`src/rtl/cmul_pkg.sv`:
```
package cmul_pkg;
  timeunit 1ns;
  timeprecision 1ps;

  typedef enum logic {
    TBL_LO = 1'b0,
    TBL_HI = 1'b1
  } tbl_sel_e;

  function automatic logic [31:0] init_entry(input int unsigned idx, input int unsigned coef);
    return 32'(idx * coef);
  endfunction
endpackage

```
`src/rtl/nib_add.sv`:
```
module nib_add #(
  parameter int unsigned W = 4
) (
  input  logic [W-1:0] a_i,
  input  logic [W-1:0] b_i,
  input  logic         ci_i,
  output logic [W-1:0] s_o,
  output logic         co_o
);
  timeunit 1ns;
  timeprecision 1ps;

  assign {co_o, s_o} = {1'b0, a_i} + {1'b0, b_i} + (W+1)'(ci_i);
endmodule

```
`src/rtl/nib_table.sv`:
```
module nib_table
  import cmul_pkg::*;
#(
  parameter int unsigned ADDR_W = 4,
  parameter int unsigned DATA_W = 12,
  parameter int unsigned COEF   = 3
) (
  input  logic              clk_i,
  input  logic              rst_ni,
  input  logic              wr_en_i,
  input  logic [ADDR_W-1:0] wr_addr_i,
  input  logic [DATA_W-1:0] wr_data_i,
  input  logic [ADDR_W-1:0] rd_addr_i,
  output logic [DATA_W-1:0] rd_data_o
);
  timeunit 1ns;
  timeprecision 1ps;

  localparam int unsigned DEPTH = 1 << ADDR_W;

  logic [DATA_W-1:0] mem_q [DEPTH];

  always_ff @(posedge clk_i or negedge rst_ni) begin
    if (!rst_ni) begin
      for (int unsigned i = 0; i < DEPTH; i++) mem_q[i] <= DATA_W'(init_entry(i, COEF));
    end else if (wr_en_i) begin
      mem_q[wr_addr_i] <= wr_data_i;
    end
  end

  assign rd_data_o = mem_q[rd_addr_i];

  assert_entry_written_R6: assert property (@(posedge clk_i) disable iff (!rst_ni)
    wr_en_i |=> mem_q[$past(wr_addr_i)] == $past(wr_data_i));
endmodule

```
`src/rtl/cmul_lut.sv`:
```
module cmul_lut
  import cmul_pkg::*;
#(
  parameter int unsigned NIB_W = 4,
  parameter int unsigned ENT_W = 12,
  parameter int unsigned COEF  = 3
) (
  input  logic                   clk_i,
  input  logic                   rst_ni,
  input  logic                   vld_i,
  input  logic [2*NIB_W-1:0]     data_i,
  input  logic                   hold_i,
  input  logic                   wr_en_i,
  input  logic                   wr_sel_i,
  input  logic [NIB_W-1:0]       wr_addr_i,
  input  logic [ENT_W-1:0]       wr_data_i,
  output logic                   vld_o,
  output logic [ENT_W+NIB_W-1:0] prod_o
);
  timeunit 1ns;
  timeprecision 1ps;

  localparam int unsigned PROD_W = ENT_W + NIB_W;
  localparam int unsigned NA     = ENT_W / NIB_W;  // nibbles per table entry
  localparam int unsigned NS     = PROD_W / NIB_W; // adder slices = pipeline depth

  logic                lo_we, hi_we, clean_d;
  logic [ENT_W-1:0]    rd_lo, rd_hi;
  logic [NS-1:0]       cy_bus;
  logic [PROD_W-1:0]   res_bus;
  logic                v_q [NS];

  assign lo_we   = wr_en_i && (tbl_sel_e'(wr_sel_i) == TBL_LO);
  assign hi_we   = wr_en_i && (tbl_sel_e'(wr_sel_i) == TBL_HI);
  assign clean_d = vld_i && !hold_i && !wr_en_i;

  nib_table #(.ADDR_W(NIB_W), .DATA_W(ENT_W), .COEF(COEF)) u_tbl_lo (
    .clk_i, .rst_ni, .wr_en_i(lo_we), .wr_addr_i, .wr_data_i,
    .rd_addr_i(data_i[NIB_W-1:0]), .rd_data_o(rd_lo)
  );

  nib_table #(.ADDR_W(NIB_W), .DATA_W(ENT_W), .COEF(COEF)) u_tbl_hi (
    .clk_i, .rst_ni, .wr_en_i(hi_we), .wr_addr_i, .wr_data_i,
    .rd_addr_i(data_i[2*NIB_W-1:NIB_W]), .rd_data_o(rd_hi)
  );

  assign cy_bus[0] = 1'b0;

  // Slice j adds low-table nibble j and high-table nibble j-1 (the 4-bit offset).
  for (genvar j = 0; j < NS; j++) begin : g_nib
    localparam int unsigned POST = NS - 1 - j;
    logic [NIB_W-1:0] a_src, b_src, a_use, b_use, sum_d;
    logic [NIB_W-1:0] r_q [POST+1];

    if (j < NA) begin : g_a
      assign a_src = rd_lo[j*NIB_W +: NIB_W];
    end else begin : g_a0
      assign a_src = '0;
    end

    if (j > 0) begin : g_b
      assign b_src = rd_hi[(j-1)*NIB_W +: NIB_W];
    end else begin : g_b0
      assign b_src = '0;
    end

    // Operand skew: slice j works j cycles after the table lookup.
    if (j == 0) begin : g_nopre
      assign a_use = a_src;
      assign b_use = b_src;
    end else begin : g_pre
      logic [NIB_W-1:0] a_q [j];
      logic [NIB_W-1:0] b_q [j];
      always_ff @(posedge clk_i or negedge rst_ni) begin
        if (!rst_ni) begin
          for (int k = 0; k < j; k++) begin
            a_q[k] <= '0;
            b_q[k] <= '0;
          end
        end else begin
          a_q[0] <= a_src;
          b_q[0] <= b_src;
          for (int k = 1; k < j; k++) begin
            a_q[k] <= a_q[k-1];
            b_q[k] <= b_q[k-1];
          end
        end
      end
      assign a_use = a_q[j-1];
      assign b_use = b_q[j-1];
    end

    if (j < NS - 1) begin : g_carry
      logic co, cy_q;
      nib_add #(.W(NIB_W)) u_add (
        .a_i(a_use), .b_i(b_use), .ci_i(cy_bus[j]), .s_o(sum_d), .co_o(co)
      );
      always_ff @(posedge clk_i or negedge rst_ni) begin
        if (!rst_ni) cy_q <= 1'b0;
        else         cy_q <= co;
      end
      assign cy_bus[j+1] = cy_q;
    end else begin : g_top
      // Top slice: carry out falls off the 16-bit result.
      assign sum_d = a_use + b_use + NIB_W'(cy_bus[j]);
    end

    // Result deskew: all nibbles leave together.
    always_ff @(posedge clk_i or negedge rst_ni) begin
      if (!rst_ni) begin
        for (int k = 0; k <= POST; k++) r_q[k] <= '0;
      end else begin
        r_q[0] <= sum_d;
        for (int k = 1; k <= POST; k++) r_q[k] <= r_q[k-1];
      end
    end

    assign res_bus[j*NIB_W +: NIB_W] = r_q[POST];
  end

  always_ff @(posedge clk_i or negedge rst_ni) begin
    if (!rst_ni) begin
      for (int k = 0; k < NS; k++) v_q[k] <= 1'b0;
    end else begin
      v_q[0] <= clean_d;
      for (int k = 1; k < NS; k++) v_q[k] <= v_q[k-1];
    end
  end

  assign vld_o  = v_q[NS-1];
  assign prod_o = res_bus;

  always @(posedge clk_i) begin
    if (!rst_ni) begin
      assert_rst_clear_R1: assert (!vld_o && prod_o == '0);
    end
  end

  if (NS == 4) begin : g_chk
    assert_vld_follow_R7: assert property (@(posedge clk_i) disable iff (!rst_ni)
      (vld_i && !hold_i && !wr_en_i) |-> ##4 vld_o);
    assert_no_vld_R7: assert property (@(posedge clk_i) disable iff (!rst_ni)
      !vld_i |-> ##4 !vld_o);
    assert_reload_blocks_R8: assert property (@(posedge clk_i) disable iff (!rst_ni)
      (hold_i || wr_en_i) |-> ##4 !vld_o);
  end
endmodule

```
`config.mk`:
```
export PLATFORM = sky130hd
export DESIGN_NAME = cmul_lut
export DESIGN_NICKNAME = d
export VERILOG_FILES = /design/src/rtl/cmul_pkg.sv /design/src/rtl/nib_add.sv /design/src/rtl/nib_table.sv /design/src/rtl/cmul_lut.sv
export SDC_FILE = /design/constraint.sdc
export NUM_CORES = 1
export LEC_CHECK = 0
export CAP_MARGIN = 20
export CORE_UTILIZATION = 50
export CTS_CLUSTER_SIZE = 24
export DETAILED_ROUTE_END_ITERATION = 12
export GPL_TIMING_DRIVEN = 0
export PLACE_DENSITY = 0.64
export SYNTH_ARGS = -nofsm -noshare
export SYNTH_HDL_FRONTEND = slang
export SYNTH_HIERARCHICAL = 1
export SYNTH_SLANG_ARGS = --single-unit
```
`constraint.sdc`:
```
create_clock -name clk_i -period 2.4 [get_ports clk_i]
set_input_delay 0.24 -clock clk_i [delete_from_list [all_inputs] [get_ports clk_i]]
set_output_delay 0.24 -clock clk_i [all_outputs]
set_load 0.02 [all_outputs]
```
== Word-level counts from Yosys, hierarchy flattened ==
Cells that the tools add are included.

* Flip-flop bits (word level): 466
* Bits in latches: 0
* RAM bits: 0
* Bits in read-only memories: 0
* Input port bits: 30
* Memories: 0

* Add/subtract/negate cells: 4
* $mul: 0
* Divide/modulo/power cells: 0
* Order comparisons: 4
* Eq/ne operators: 0
* Shift operators: 0
* Mux-type cells: 10
* Bitwise logic cells: 4
* Reductions and logical operators: 7

{| class="wikitable"
|+ Operators by type and width
! kind !! number
|-
| bitwise mux 192 bit || 2
|-
| binary-select mux 12 bit (select 4 bit) || 2
|-
| 2-to-1 mux 12 bit || 5
|-
| demux 12 bit (select 4 bit) || 1
|-
| >= comparator 5 bit, second input constant || 3
|-
| NOT 4 -> 5 bit || 3
|-
| adder 4 x 4 -> 5 bit || 2
|-
| adder 5 x 1 -> 5 bit || 1
|-
| logical AND 1 bit || 5
|-
| < comparator 5 x 1 -> 1 bit, second input constant || 1
|-
| adder 4 x 1 -> 4 bit || 1
|-
| zero test 1 bit || 2
|-
| NOT 1 bit || 1
|}

== Depth between registers and ports, before layout ==
* Word-level depth: 6
* Mapped depth: 11
* Depth with buffers taken out: 9

== Cells and area by module ==
The synthesis kept the hierarchy.

{| class="wikitable"
|+ By module, submodules not included
! module !! instances !! cells an instance !! area an instance (sq um)
|-
| nib_table || 2 || 543 || 8729.6
|-
| cmul_lut || 1 || 104 || 2238.4
|-
| nib_add || 3 || 16 || 143.9
|}

== Least setup slack after synthesis ==
OpenSTA, ideal clock, no wires.

* Path type: input -> register
* Start point: input data_i[0]
* End point: register g_nib[0].r_q[12] (netlist bit)
* Setup time: 0.135 ns
* Data arrival time: 1.846 ns
* Setup slack: 0.419 ns
* Stages on the path: 6
* Cell sequence: buf_4 -> buf_4 -> mux4_2 -> a22oi_1 -> nand2_1 -> fa_1

* Word-level cells in the longest chain between the ends: 4

{| class="wikitable"
|+ RTL lines
! item !! RTL line !! source
|-
| start: declaration || cmul_lut.sv:11 || <nowiki>input logic [2*NIB_W-1:0] data_i,</nowiki>
|-
| NOT 4 -> 5 bit (not written as such) || nib_table.sv:31 || <nowiki>assign rd_data_o = mem_q[rd_addr_i];</nowiki>
|-
| binary-select mux 12 bit (select 4 bit) || nib_table.sv:31 ||
|-
| 2-to-1 mux 12 bit (not written as such) (2 in a row) || nib_table.sv:31 ||
|-
| net rd_lo[0] || cmul_lut.sv:28 || <nowiki>logic [ENT_W-1:0] rd_lo, rd_hi;</nowiki>
|-
| end: declaration || cmul_lut.sv:53 || <nowiki>logic [NIB_W-1:0] r_q [POST+1];</nowiki>
|}

The timed path passes the listed nets, and every way through them passes these cells. The select of a mux whose other input is x is not followed.
A chain may end at the register's enable or synchronous reset.

== Worst setup path in the final report ==
* Start point: input data_i[1]
* End point: register g_nib[0].r_q[12] (netlist bit)

The elaborated chain is that of the path after synthesis.

==> flow_summary.toml <==
[status]
run_status = "finished clean"

[timing]
fin_crit_ps = 2240
maxClockFrequency_mhz = 447
fin_ws_ps = 161
slew-limit-headroom_pct = 37.1
final_hold_viol_count = 0
hold_slack_ps = 176
finClkSkew_ps = 10.9
setup_repair_after_global_routing_missed_its_margin = "false"
setup_violators_final = 0
finalCritPeriodShare_pct = 93.3
report.final.slew_viol_count = 0
timing_worst_slew_pin_value_ps = 943

[synthesis]
synth_area_mm2 = 0.0201
synth_seq_area_share_pct = 58.6
avgSynthCellArea_um2 = 16.3
synth_cell_types = 31
syn_inst = 1238
ys_ff_latch = 467
synthesis.yosys.warnings = 6

[power_and_ir_drop]
power.static_leakage_nw = 10.1
power_per_cell_area_mw_per_mm2 = 947
vdd_ir_drop_max_mv = 0.476

[worst_setup_path]
arrival_ps = 2680
cp.required_ps = 2850
maximum_single_stage_delay_on_the_critical_path_ps = 640
rr_endpoint = "g_nib[0].r_q[12]"
r2r-start = "u_tbl_lo/mem_q[180]"
crit_fanout = 10
endpoint_kind = "register"
setup.worst_path.start_class = "primary input"
setup_slack_of_the_most_critical_reg_to_reg_path_ps = 400
crit_type = "in2reg"
timing.critical_path.slowest_stage_cell = "clkbuf_1"
path_cells = "clkbuf_1 > buf_2 > mux4_2 > a22oi_1 > nand2_1 > fa_1"
reg2regPathDepth = 4

[cells_and_area]
layout.nets = 1386
filler_cell_count = 3102
num_antenna_cells = 0
utilization_pct = 57.9
seq_area_mm2 = 0.0118
layout-drive-gt1-share_pct = 48.8
multi_input_area_mm2 = 0.00779
area_growth_pct = 14.2
final_cells = 1902
layout.cell_area.non_filler_mm2 = 0.0230

[clocking]
post_cts_resize_count = 0
tritoncts_buffers = 49
tritoncts_num_sinks = 467
clock_latency_ps = 570
cts_root_buf = "clkbuf_16"
clkTransAtPathRegs_ps = 60
cts_tree = "built"
cts-htree-levels = 2
cts-root-to-sink-buffers = 3

[floorplan]
io-pin-count = 47
placementRows = 73
die_h_um = 203
fp.coreArea_mm2 = 0.0397
initial_core_util_pct = 50.7
die-area_mm2 = 0.0411
die_w_um = 203

[global_route]
overflow = 0
grt_start_max_net_pins = 113
first_global_vias = 11819
antenna_found_initial = 0
grt_pass1_wl_um = 70600
track_usage_pct = 22.8

[min_path]
timing.hold.worst.class = "in2async"

[route]
wl_um = 44100
detail_route.wl_per_cell_um = 23.2
via_count = 10922
drtAntennaViolNets = 0
detail_route.drc_violations = 0
drtIter0Drc = 461
router_iterations_before_antenna_repair = 5
post_drt_via_cell_ratio = 5.74

[place]
dp.cells = 1812
pre_cts_slack_ps = -409
place.gp.congestion = 0.722
port-buffer-count = 40
post_dp_cell_area_mm2 = 0.0213
place.detailed.hpwl_um = 29600

[job]
cap_violations = 0
[cell type report]
class	instances	area share (%)
plain buffers	102	2.25
inverters	12	0.196
clock inverters	16	1.03
clock buffers	73	6.20
repair buffers	45	2.29
well taps	525	2.86
multi-input cells	662	33.9
flip-flops and latches	467	51.3
[per-stage QoR]
stage,power (W),TNS (ps)
floorplan,0.0129,0
global placement,0.0140,-8448880
detailed placement,0.0142,-16880
CTS,0.0220,0
global route,0.0228,0
finish,0.0218,0
[logic make-up (layout without fill, tap and decap cells)]
family	after synthesis	in the layout	share of synthesized area, %
compound gates	57	57	2.11
simple gates	94	94	2.65
mux	480	480	32.2
flops	467	467	58.6
other cells	1	6	0.0186
xor+xnor	8	8	0.348
buf+inv	114	248	2.80
fa+ha+maj	17	17	1.28
[cells in the mapped netlist, drive strengths merged]
cell | count | area share [%]
nor2b | 10 | 0.31
buf | 64 | 1.9
ha | 11 | 0.68
nand3 | 9 | 0.22
nand4 | 4 | 0.12
and4bb | 2 | 0.12
a21oi | 3 | 0.13
dfrtp | 383 | 48
fa | 6 | 0.60
nand3b | 2 | 0.075
clkbuf | 38 | 0.71
xnor2 | 7 | 0.30
nor4 | 4 | 0.25
dfstp | 84 | 11
mux2 | 384 | 21
nand2b | 7 | 0.22
a21o | 3 | 0.11
nor3b | 3 | 0.11
and4b | 2 | 0.099
conb | 1 | 0.019
inv | 12 | 0.22
xor2 | 1 | 0.044
nor2 | 14 | 0.26
o21ai | 3 | 0.075
and2 | 3 | 0.093
mux4 | 96 | 11
nand2 | 30 | 0.56
nor3 | 4 | 0.20
a22oi | 48 | 1.8
[critical path: cells and delay by family]
family | cells | cell delay (ps)
compound gates | 1 | 200
fa+ha+maj | 1 | 510
buf+inv | 2 | 1110
mux | 1 | 370
simple gates | 1 | 240
[where the power goes]
| part | leakage, nW | internal, W | switching (W) |
|---|---|---|---|
| sequential | 5.76 | 0.00978 | 0.000755 |
| clock | 0.823 | 0.00474 | 0.00303 |
| combinational | 3.56 | 0.00206 | 0.00140 |
| total | 10.1 | 0.0166 | 0.00519 |
[state kept, by name (all words and copies together), names as in the netlist]
signal              flops
g_nib.g_pre.a_q         4
g_nib.g_carry.cy_q      3
g_nib.b_use            12
vld_o                   1
v_q                     3
u_tbl_lo/mem_q        192
g_nib.r_q              28
prod_o                 12
g_nib.a_use             8
g_nib.g_pre.b_q        12
u_tbl_hi/mem_q        192
[timing repair]
item                                   4_1_cts  5_1_grt
endpoints found under the hold margin       48        0
buffers inserted                             0        0
hold buffers                                 1        0
[placed cells by master, fill, tap and decap left out, drive strengths merged]
master / count
a21o: 3
a21oi: 3
a22oi: 48
and2: 3
and4b: 2
and4bb: 2
buf: 69
bufinv: 6
clkbuf: 111
clkdlybuf4s50: 39
clkinv: 10
conb: 6
dfrtp: 383
dfstp: 84
dlygate4sd3: 1
fa: 6
ha: 11
inv: 12
mux2: 384
mux4: 96
nand2: 30
nand2b: 7
nand3: 9
nand3b: 2
nand4: 4
nor2: 14
nor2b: 10
nor3: 4
nor3b: 3
nor4: 4
o21ai: 3
xnor2: 7
xor2: 1
[how the worst max path moves through the flow]
stage          startpoint             endpoint  slack [ps]
2_1_floorplan   data_i[0]     g_nib[0].r_q[12]         420
3_3_place_gp       rst_ni  u_tbl_hi/mem_q[102]      -19220
3_5_place_dp    data_i[1]     g_nib[0].r_q[12]        -410
4_1_cts         data_i[1]     g_nib[0].r_q[12]         200
5_1_grt         data_i[1]     g_nib[0].r_q[12]         130
6_report        data_i[1]     g_nib[0].r_q[12]         160
[metal layers]
metal / GRT usage (%) / wire, um / vias to the layer above
met3: 3.55 / 1810 / 55
met5: 0 / 0 / -
met2: 36.0 / 21000 / 213
met1: 33.3 / 20500 / 5902
met4: 5.80 / 745 / 0
li1: - / - / 4752
Power figures use the tool's default switching activity.
